===== config.mk =====
export PLATFORM = sky130hd
export DESIGN_NAME = irq_agg_top
export DESIGN_NICKNAME = d
export VERILOG_FILES = /design/src/rtl/irq_agg_pkg.sv /design/src/rtl/irq_edge_sync.sv /design/src/rtl/irq_pend_bank.sv /design/src/rtl/irq_reg_port.sv /design/src/rtl/irq_agg_top.sv
export SDC_FILE = /design/constraint.sdc
export NUM_CORES = 1
export LEC_CHECK = 0
export ABC_AREA = 1
export BUFFER_PORTS_ARGS = -buffer_cell sky130_fd_sc_hd__buf_2
export CAP_MARGIN = 30
export CORE_MARGIN = 3
export CORE_UTILIZATION = 40
export CTS_BUF_LIST = sky130_fd_sc_hd__clkbuf_4
export CTS_CLUSTER_DIAMETER = 150
export DETAILED_ROUTE_END_ITERATION = 10
export MAX_ROUTING_LAYER = met4
export PLACE_DENSITY = 0.69
export SETUP_SLACK_MARGIN = 0.5
export SLEW_MARGIN = 25
export SYNTH_ARGS = -nofsm -noshare
export SYNTH_HDL_FRONTEND = slang
export SYNTH_SLANG_ARGS = --single-unit
export TNS_END_PERCENT = 20

===== constraint.sdc =====
create_clock -name clk -period 1.41 [get_ports clk]
set_input_delay 0.0705 -clock clk [delete_from_list [all_inputs] [get_ports clk]]
set_output_delay 0.0705 -clock clk [all_outputs]
set_load 0.1 [all_outputs]

===== src/rtl/irq_agg_pkg.sv =====
package irq_agg_pkg;
   localparam int NUM_BANKS = 2;
   localparam int BANK_LO   = 0;
   localparam int BANK_HI   = 1;
   localparam int WIN_BYTES = 256;

   localparam logic [7:0] OFF_STAT_HI = 8'h10;
   localparam logic [7:0] OFF_MASK_HI = 8'h14;
   localparam logic [7:0] OFF_ACK_HI  = 8'h18;
   localparam logic [7:0] OFF_STAT_LO = 8'h20;
   localparam logic [7:0] OFF_MASK_LO = 8'h24;
   localparam logic [7:0] OFF_ACK_LO  = 8'h28;
   localparam logic [7:0] OFF_NOP     = 8'h2C;

   typedef enum logic [2:0] {
      KIND_NONE,
      KIND_STAT,
      KIND_MASK,
      KIND_ACK,
      KIND_NOP
   } reg_kind_e;
endpackage


===== src/rtl/irq_edge_sync.sv =====
module irq_edge_sync #(
   parameter int W      = 32,
   parameter int STAGES = 2
) (
   input  logic         clk,
   input  logic         rst_n,
   input  logic [W-1:0] src_i,
   output logic [W-1:0] rise_o,
   output logic [W-1:0] fall_o
);
   localparam int LAST = STAGES - 1;

   logic [STAGES-1:0][W-1:0] chain_q;
   logic [W-1:0]             last_q;

   always_ff @(posedge clk or negedge rst_n) begin
      if (!rst_n) begin
         chain_q <= '0;
         last_q  <= '0;
      end else begin
         chain_q[0] <= src_i;
         for (int s = 1; s < STAGES; s++) begin
            chain_q[s] <= chain_q[s-1];
         end
         last_q <= chain_q[LAST];
      end
   end

   assign rise_o = chain_q[LAST] & ~last_q;
   assign fall_o = last_q & ~chain_q[LAST];
endmodule


===== src/rtl/irq_pend_bank.sv =====
module irq_pend_bank #(
   parameter int W = 32
) (
   input  logic         clk,
   input  logic         rst_n,
   input  logic [W-1:0] rise_i,
   input  logic [W-1:0] fall_i,
   input  logic         ack_we_i,
   input  logic         mask_we_i,
   input  logic [W-1:0] wdata_i,
   output logic [W-1:0] pend_o,
   output logic [W-1:0] mask_o
);
   logic [W-1:0] pend_q;
   logic [W-1:0] mask_q;
   logic [W-1:0] drop;

   assign drop = fall_i | (ack_we_i ? wdata_i : '0);

   always_ff @(posedge clk or negedge rst_n) begin
      if (!rst_n) begin
         pend_q <= '0;
         mask_q <= '0;
      end else begin
         pend_q <= (pend_q & ~drop) | rise_i;
         if (mask_we_i) begin
            mask_q <= wdata_i;
         end
      end
   end

   assign pend_o = pend_q;
   assign mask_o = mask_q;
endmodule


===== src/rtl/irq_reg_port.sv =====
module irq_reg_port
   import irq_agg_pkg::*;
#(
   parameter int BANK_W = 32,
   parameter int ADDR_W = 8,
   parameter int DATA_W = 32
) (
   input  logic                              clk,
   input  logic                              rst_n,
   input  logic [ADDR_W-1:0]                 addr_i,
   input  logic                              wr_en_i,
   input  logic                              rd_en_i,
   input  logic [NUM_BANKS-1:0][BANK_W-1:0]  pend_i,
   input  logic [NUM_BANKS-1:0][BANK_W-1:0]  mask_i,
   output logic [NUM_BANKS-1:0]              ack_we_o,
   output logic [NUM_BANKS-1:0]              mask_we_o,
   output logic [DATA_W-1:0]                 rd_data_o
);
   reg_kind_e   kind;
   logic        bank;
   logic [DATA_W-1:0] rd_q;

   always_comb begin
      kind = KIND_NONE;
      bank = 1'b0;
      case (addr_i)
         ADDR_W'(OFF_STAT_HI): begin kind = KIND_STAT; bank = 1'b1; end
         ADDR_W'(OFF_MASK_HI): begin kind = KIND_MASK; bank = 1'b1; end
         ADDR_W'(OFF_ACK_HI):  begin kind = KIND_ACK;  bank = 1'b1; end
         ADDR_W'(OFF_STAT_LO): kind = KIND_STAT;
         ADDR_W'(OFF_MASK_LO): kind = KIND_MASK;
         ADDR_W'(OFF_ACK_LO):  kind = KIND_ACK;
         ADDR_W'(OFF_NOP):     kind = KIND_NOP;
         default:              kind = KIND_NONE;
      endcase
   end

   for (genvar b = 0; b < NUM_BANKS; b++) begin : g_we
      assign ack_we_o[b]  = wr_en_i && (kind == KIND_ACK)  && (bank == b[0]);
      assign mask_we_o[b] = wr_en_i && (kind == KIND_MASK) && (bank == b[0]);
   end

   always_ff @(posedge clk or negedge rst_n) begin
      if (!rst_n) begin
         rd_q <= '0;
      end else if (rd_en_i) begin
         case (kind)
            KIND_STAT: rd_q <= DATA_W'(pend_i[bank] & mask_i[bank]);
            KIND_MASK: rd_q <= DATA_W'(mask_i[bank]);
            default:   rd_q <= '0;
         endcase
      end
   end

   assign rd_data_o = rd_q;
endmodule


===== src/rtl/irq_agg_top.sv =====
module irq_agg_top
   import irq_agg_pkg::*;
#(
   parameter int BANK_W      = 32,
   parameter int ADDR_W      = 8,
   parameter int DATA_W      = 32,
   parameter int SYNC_STAGES = 2
) (
   input  logic              clk,
   input  logic              rst_n,
   input  logic [BANK_W-1:0] src_lo_i,
   input  logic [BANK_W-1:0] src_hi_i,
   input  logic [ADDR_W-1:0] reg_addr_i,
   input  logic              reg_wr_en_i,
   input  logic [DATA_W-1:0] reg_wr_data_i,
   input  logic              reg_rd_en_i,
   output logic [DATA_W-1:0] reg_rd_data_o,
   output logic              cpu_irq_o
);
   if (BANK_W < 1 || BANK_W > DATA_W) begin : g_bad_width
      $error("BANK_W must lie in 1..DATA_W");
   end
   if (ADDR_W < 8) begin : g_bad_addr
      $error("ADDR_W must cover the 0x100-byte window");
   end
   if (SYNC_STAGES < 2) begin : g_bad_sync
      $error("SYNC_STAGES must be at least 2");
   end

   logic [NUM_BANKS-1:0][BANK_W-1:0] src_b;
   logic [NUM_BANKS-1:0][BANK_W-1:0] rise_b;
   logic [NUM_BANKS-1:0][BANK_W-1:0] fall_b;
   logic [NUM_BANKS-1:0][BANK_W-1:0] pend_b;
   logic [NUM_BANKS-1:0][BANK_W-1:0] en_b;
   logic [NUM_BANKS-1:0]             ack_we;
   logic [NUM_BANKS-1:0]             mask_we;
   logic [NUM_BANKS-1:0]             bank_req;
   logic [BANK_W-1:0]                wdata_bank;

   assign src_b[BANK_LO] = src_lo_i;
   assign src_b[BANK_HI] = src_hi_i;
   assign wdata_bank     = reg_wr_data_i[BANK_W-1:0];

   for (genvar b = 0; b < NUM_BANKS; b++) begin : g_bank
      irq_edge_sync #(.W(BANK_W), .STAGES(SYNC_STAGES)) sync_i (
         .clk    (clk),
         .rst_n  (rst_n),
         .src_i  (src_b[b]),
         .rise_o (rise_b[b]),
         .fall_o (fall_b[b])
      );

      irq_pend_bank #(.W(BANK_W)) bank_i (
         .clk       (clk),
         .rst_n     (rst_n),
         .rise_i    (rise_b[b]),
         .fall_i    (fall_b[b]),
         .ack_we_i  (ack_we[b]),
         .mask_we_i (mask_we[b]),
         .wdata_i   (wdata_bank),
         .pend_o    (pend_b[b]),
         .mask_o    (en_b[b])
      );

      assign bank_req[b] = |(pend_b[b] & en_b[b]);
   end

   irq_reg_port #(.BANK_W(BANK_W), .ADDR_W(ADDR_W), .DATA_W(DATA_W)) port_i (
      .clk       (clk),
      .rst_n     (rst_n),
      .addr_i    (reg_addr_i),
      .wr_en_i   (reg_wr_en_i),
      .rd_en_i   (reg_rd_en_i),
      .pend_i    (pend_b),
      .mask_i    (en_b),
      .ack_we_o  (ack_we),
      .mask_we_o (mask_we),
      .rd_data_o (reg_rd_data_o)
   );

   assign cpu_irq_o = |bank_req;
endmodule


==> key figures, run 1 <==
Outcome
  – Status: finished with violations
  – Failing checks: negative hold slack, negative setup slack

Timing
  – Fin. Hold Viols: 38
  – RSZ-0062 raised after global routing: yes
  – Final Worst Setup Slack: -740 ps
  – Worst Hold Slack: -152 ps
  – Final Setup Violations: 26
  – Layout Skew: 52.9 ps
  – Fin crit share: 152%
  – Fin crit period: 2150 ps
  – Worst-Margin Slew: 525 ps
  – Relative slew slack: 65.0%
  – Max Clk Rate: 465 MHz
  – Slew Limit Fails: 0

Synthesis
  – Simple-gate area share of the yosys netlist: 26.3%
  – Synth area leaders: dfrtp_1, nand2_1, nand3_1
  – Post-Synth Adder-Cell Area: 0%
  – Portion of netlist area occupied by mux cells: 0%
  – Gate Count Post-Synth: 1437
  – Unique cell type count in the Yosys netlist: 23
  – Post-synthesis average cell area: 9.50 µm²
  – Post-synth EDFFs: 0
  – Post-synthesis sequential area ratio: 64.5%
  – Post-synth top area share: 64.5%
  – Cell type with the largest total area after synthesis: dfrtp_1
  – XOR/XNOR Fraction of Synth Area: 0%
  – Syn nets: 1545
  – Largest family of logic cells by synthesized area: simple AND/OR/NAND/NOR gates
  – Async set or reset register ratio after synthesis: 100%
  – Syn. warnings: 0
  – Register bit count reported by yosys: 352
  – Synth Cell Area: 0.0137 mm²
  – Compound-Gate Fraction of Synth Area: 3.85%
  – Ys flop type: dfrtp_1

Die
  – Row count: 67
  – Starting density of the core: 40.6%
  – Core Area: 0.0336 mm²
  – Die footprint: 0.0364 mm²
  – Die Y: 191 µm
  – IO Pins: 141
  – Die span in x: 191 µm

Setup path
  – Crit-path max FO: 2
  – Crit-path max cell delay: 400 ps
  – WP data required: 1340 ps
  – Slowest CP cell: dfrtp_1
  – CP Cell Sequence: nand2_1, nand4_1, nor2_2, nand2_2, nor2_4, nand2_4, buf_12
  – Crit path capture type: primary output
  – WP data arrival: 2080 ps
  – Setup crit start kind: register
  – Worst Setup Path Type: reg2out

Route
  – M1 wire length: 16500 µm
  – First drt pass iteration count: 5
  – Vias/cell: 4.84
  – DR DRC count: 0
  – Routed vias: 11900
  – Post-Route WL: 39400 µm
  – Metal2 WL: 19200 µm
  – Max Used Layer: met4
  – Per-cell routed wire length: 16.0 µm
  – Met3 WL: 2460 µm
  – Antenna viol nets, final: 0
  – Starting DRC count in detailed routing: 1035

Cells and area
  – Share of layout cells above drive strength 1: 32.2%
  – Nets@finish: 2046
  – Final core utilization: 59.8%
  – Area growth syn-to-layout: 47.3%
  – FILL cells: 2667
  – Non-Filler Instances: 2453

Clock network
  – Root buffer cell: clkbuf_4
  – H-tree lvl count: 3
  – # clock sinks: 352
  – TritonCTS buffer count: 92
  – Clock Tree Buf Depth: 3
  – Hold_buf cts: 164
  – Clk_lat worst skew: 790 ps
  – CTS tree: built
  – CTS clk-pin slew, worst paths: 70 ps

Pwr
  – Pleak: 10.0 nW
  – Pwr Total: 0.0223 W
  – Cell area power density: 1110 mW/mm²
  – Max VDD drop: 860 µV

Worst hold path
  – Worst hold path type: in2async

GRT
  – Number of antenna violations at the first check in global routing: 3
  – Global route overflow: 0
  – First-pass GRT wire length: 62900 µm
  – Largest net degree at the start of global routing: 53
  – Number of global-route vias before repair: 12600
  – Total GRT Usage: 22.6%

Placement
  – Buffers on Ports: 140
  – GPL Wtd Cong: 0.834
  – Placed insts: 2111
  – DP Wirelength: 24000 µm

Flow run
  – Maxcap violations: 0
[power breakdown]
group | leakage [nW] | internal [W] | switching [W]
registers | 4.23 | 0.0107 | 0.000353
logic | 5.12 | 0.00135 | 0.00136
clock network | 0.666 | 0.00440 | 0.00417
[worst max-delay path, delay by kind of cell (launching register included)]
family / cells / cell delay [ps]
DFF: 1 / 400
and+or+nand+nor: 6 / 710
buffers and inverters: 1 / 170
[what timing repair did]
action | CTS | global route
pin swaps | 71 | 79
gates resized for setup | 197 | 74
endpoints found under the setup margin | 62 | 193
buffers inserted | 6 | 10
cloned | 0 | 2
hold endpoints to repair | 575 | 47
[synth_stat cells (4+ instances only)]
master and count:
a21oi_1 4, buf_2 41, buf_6 5, clkbuf_1 13
dfrtp_1 352, inv_1 106, nand2_1 490, nand3_1 100
nand4_1 78, nor2_1 75, o21ai_0 32, o21ai_1 64
or2_2 64
[cell usage in the layout, fill, tap and decap left out, types with 45 or more instances in the layout]
cell type / Yosys / final
buf_12: 0 / 60
buf_2: 41 / 106
buf_4: 1 / 85
buf_6: 5 / 50
clkbuf_4: 0 / 129
dfrtp_1: 352 / 320
dlygate4sd3_1: 0 / 163
inv_1: 106 / 102
nand2_1: 490 / 442
nand2_2: 1 / 45
nand3_1: 100 / 70
nand4_1: 78 / 78
nor2_1: 75 / 68
o21ai_1: 64 / 90
or2_2: 64 / 64
[registers in the layout, summed over array words and instances (netlist names)]
| signal | cells |
|---|---|
| g_bank.bank_i.mask_o | 64 |
| g_bank.bank_i.pend_o | 64 |
| g_bank.sync_i.chain_q | 128 |
| g_bank.sync_i.last_q | 64 |
| port_i.rd_data_o | 32 |
[final timing paths]
kind,start,endpoint,slack (ps),cells past startpoint
max,g_bank[0].bank_i.pend_o[7],cpu_irq_o,-740,7
min,rst_n,g_bank[0].bank_i.mask_o[26],-150,2
max reg2reg,g_bank[1].bank_i.pend_o[4],port_i.rd_data_o[4],350,7
min reg2reg,g_bank[0].sync_i.chain_q[28],g_bank[0].sync_i.chain_q[60],320,0
max in group asynchronous,rst_n,port_i.rd_data_o[12],850,3
min in group clk,reg_addr_i[2],g_bank[1].bank_i.mask_o[8],10,6
[cells by family (layout without fill, tap and decap cells)]
kind of cell    Yosys count  in the layout
flops                   352            352
simple gates            815            815
other cells               0              3
compound gates          102            102
buf+inv                 168            733
[metal layers]
layer / vias to the layer above / GRT usage [%]
met5: - / -
met4: 0 / 10.3
met3: 98 / 5.02
met2: 439 / 35.7
met1: 5676 / 27.8
li1: 5653 / -
[through the flow]
stage | TNS (ps) | cell area (µm²) | setup WS (ps)
floorplan | 0 | 13900 | 308
global placement | -1160 | 16200 | -141
detailed placement | -1590 | 16200 | -125
CTS | -4110 | 19700 | -827
global route | -4150 | 20100 | -870
finish | -1450 | 20100 | -740
[layout make-up]
type                    instances  area (µm²)  area share [%]
flip-flops and latches        352        8850            44.0
clock buffers                 129         968            4.81
multi-input cells             917        4510            22.4
clock inverters                29         154           0.765
well taps                     448         561            2.79
diodes                          3        7.51          0.0373
inverters                     108         432            2.15
repair buffers                467        4630            23.0
(Power assumes the default switching activity.)
==> run 2, diff against run 1 <==
--- a/config.mk
+++ b/config.mk
@@ -8,6 +8,7 @@
 export ABC_AREA = 1
 export BUFFER_PORTS_ARGS = -buffer_cell sky130_fd_sc_hd__buf_2
 export CAP_MARGIN = 30
+export CORE_ASPECT_RATIO = 0.75
 export CORE_MARGIN = 3
 export CORE_UTILIZATION = 40
 export CTS_BUF_LIST = sky130_fd_sc_hd__clkbuf_4
@@ -15,7 +16,6 @@
 export DETAILED_ROUTE_END_ITERATION = 10
 export MAX_ROUTING_LAYER = met4
 export PLACE_DENSITY = 0.69
-export SETUP_SLACK_MARGIN = 0.5
 export SLEW_MARGIN = 25
 export SYNTH_ARGS = -nofsm -noshare
 export SYNTH_HDL_FRONTEND = slang
==> key figures, run 2 (synthesis results as in run 1) <==
Pwr
  – Clk pwr share: 38.4% (about the same)
  – Cell area power density: 1130 mW/mm² (+2.0%)
  – Sw Share: 26.0% (-0.40 points)
  – Pleak: 9.84 nW (-1.8%)
  – P_sw: 0.00566 W (-3.9%)
  – Share of power burned in registers: 50.5% (+1.1 points)
  – Logic gate share of total power: 11.1% (-1.1 points)
  – Pint: 0.0161 W (-1.9%)
  – Max VDD drop: 739 µV (-14%)

Setup path
  – WP data arrival: 2150 ps (+70 ps)
  – Crit-path max cell delay: 400 ps (about the same)
  – CP Cell Sequence: nand2_2, nand4_1, a21oi_2, nand3_2, nor2_2, nand2_2, buf_12
  – Crit-path max FO: 2 (unchanged)
  – Crit path top cell by count: nand2_2
  – Setup crit start kind: register
  – Crit path capture type: primary output
  – Worst Setup Path Type: reg2out
  – WP data required: 1340 ps (about the same)
  – Slowest CP cell: dfrtp_1

Clock network
  – Clk_lat worst skew: 780 ps (about the same)
  – Clock Tree Buf Depth: 3 (unchanged)
  – CTS clk-pin slew, worst paths: 70 ps (about the same)
  – Hold_buf cts: 176 (+7.3%)
  – # clock sinks: 352 (unchanged)
  – Setup Buffers After CTS: 0 (-6)
  – Root buffer cell: clkbuf_4
  – TritonCTS buffer count: 88 (-4.3%)
  – CTS tree: built
  – H-tree lvl count: 3 (unchanged)

Cells and area
  – Nets@finish: 2021 (-1.2%)
  – Most common cell after layout, fill and taps aside: nand2_1
  – Commonest cells after routing, fill and taps aside: nand2_1, dfrtp_1, dlygate4sd3_1
  – Final instance area: 0.0192 mm² (-4.4%)
  – Most flops, register: g_bank.sync_i.chain_q
  – Area growth syn-to-layout: 40.9%
  – Max reg flops: 128 (unchanged)
  – Share of layout cells above drive strength 1: 25.0% (-7.2 points)

GRT
  – Global route overflow: 0 (unchanged)
  – Number of antenna violations at the first check in global routing: 4 (+1)
  – First-pass GRT wire length: 63100 µm (+0.37%)
  – Total GRT Usage: 22.5% (-0.066 points)
  – Number of global-route vias before repair: 12300 (-2.1%)
  – Largest net degree at the start of global routing: 62 (+17%)

Placement
  – DP Wirelength: 23500 µm (-2.3%)
  – Buffers on Ports: 140 (unchanged)
  – DP Area: 0.0159 mm² (-2.0%)
  – Dpl ws: -212 ps (-87.2 ps)
  – GPL Wtd Cong: 0.871 (+4.4%)

Timing
  – Worst Hold Slack: 12.4 ps (+164 ps)
  – Final Setup Violations: 36 (+38%)
  – Slew Limit Fails: 0 (unchanged)
  – Relative slew slack: 69.5% (+4.5 points)
  – Worst-Margin Slew: 456 ps (-68.2 ps)
  – Fin. Hold Viols: 0 (-100%)
  – Fin crit period: 2230 ps (+74.9 ps)
  – Layout Skew: 40.4 ps (-12.6 ps)
  – Fin crit share: 158% (+5.3 points)
  – Max Clk Rate: 449 MHz (-3.4%)
  – RSZ-0062 raised after global routing: yes
  – Final Worst Setup Slack: -815 ps (-74.9 ps)

Worst hold path
  – Worst hold path type: in2reg

Die
  – Starting density of the core: 41.3% (+0.73 points)
  – Die span in x: 219 µm (+15%)
  – Core Area: 0.0330 mm² (-1.8%)
  – Die Y: 166 µm (-13%)
  – IO Pins: 141 (unchanged)
  – Die footprint: 0.0364 mm² (about the same)
  – Row count: 57 (-15%)

Route
  – Vias/cell: 4.86 (+0.45%)
  – First drt pass iteration count: 7 (+2)
  – Routed vias: 11700 (-1.3%)
  – Antenna viol nets, final: 0 (unchanged)
  – DR DRC count: 0 (unchanged)
  – Post-Route WL: 38700 µm (-1.7%)
  – Per-cell routed wire length: 16.0 µm (about the same)
  – Starting DRC count in detailed routing: 769 (-26%)

Outcome
  – Status: finished with violations
  – Failing checks: negative setup slack

Flow run
  – Maxcap violations: 0 (unchanged)
[run 2: changes by cell type in the layout (fill, tap and decap cells not counted), sizes merged]
cell and delta:
clkinvlp -1, buf -31, dlymetal6s4s +1, dlygate4sd3 +10
clkinv -8, diode +2, clkbuf -11, bufinv +1
inv +1
[run 2: cell type report]
type,instances,area [µm²]
well taps,442,553
clock buffers,119,893
inverters,108,405
repair buffers,446,4250
flip-flops and latches,352,8810
multi-input cells,917,4160
clock inverters,22,154
fillers,2772,13800
diodes,5,12.5
[run 2: per-stage QoR]
| stage | TNS, ps | cells | power [W] | utilization [%] |
|---|---|---|---|---|
| floorplan | 0 | 1437 | 0.0120 | - |
| global placement | -852 | 2089 | 0.0131 | 48.0 |
| detailed placement | -2670 | 2089 | 0.0131 | 48.0 |
| CTS | -16610 | 2406 | 0.0220 | 58.1 |
| global route | -7700 | 2411 | 0.0230 | 58.3 |
| finish | -4170 | 2411 | 0.0218 | 58.3 |
[run 2: critical path, delay by kind of cell (launching register included)]
kind	cells	cell delay, ps
buffers and inverters	1	190
flip-flops	1	400
AO/OA/AOI/OAI	1	170
AND/OR/NAND/NOR	5	610
[run 2: timing repair]
action                                  in CTS  in global routing
hold endpoints to repair                   576                  2
gates cloned                                 0                  1
gates resized for setup                    138                  7
pin swaps                                    1                  3
endpoints found under the setup margin      33                 72
[run 2: routing by layer]
metal	vias up	share of wire, %	global-route usage (%)	routed length [µm]
met3	96	6.4	5.52	2460
met4	0	2.6	7.63	1020
li1	5576	-	-	-
met1	5616	43	28.8	16600
met2	427	48	35.2	18600
met5	-	0	-	0
[run 2: path summary, 6_finish.rpt]
kind	start	end	slack [ps]	depth (start not counted)
min in group asynchronous	rst_n	g_bank[1].bank_i.mask_o[5]	520	4
worst max register to register	g_bank[1].bank_i.mask_o[2]	g_bank[1].bank_i.mask_o[2]	90	4
worst min-delay path	reg_addr_i[6]	g_bank[0].bank_i.mask_o[28]	10	7
max in group asynchronous	rst_n	g_bank[0].sync_i.chain_q[25]	500	4
worst min register to register	g_bank[0].sync_i.chain_q[12]	g_bank[0].sync_i.chain_q[44]	320	0
worst max-delay path	g_bank[0].bank_i.pend_o[24]	cpu_irq_o	-820	7
[run 2: power by group through the flow]
stage	sequential [W]	clock, W	combinational [W]
after CTS	0.0110	0.00861	0.00237
after global routing	0.0111	0.00923	0.00268
final	0.0110	0.00836	0.00241
after detailed placement	0.0112	0	0.00195
after global placement	0.0112	0	0.00191
after floorplan	0.0111	0	0.000836
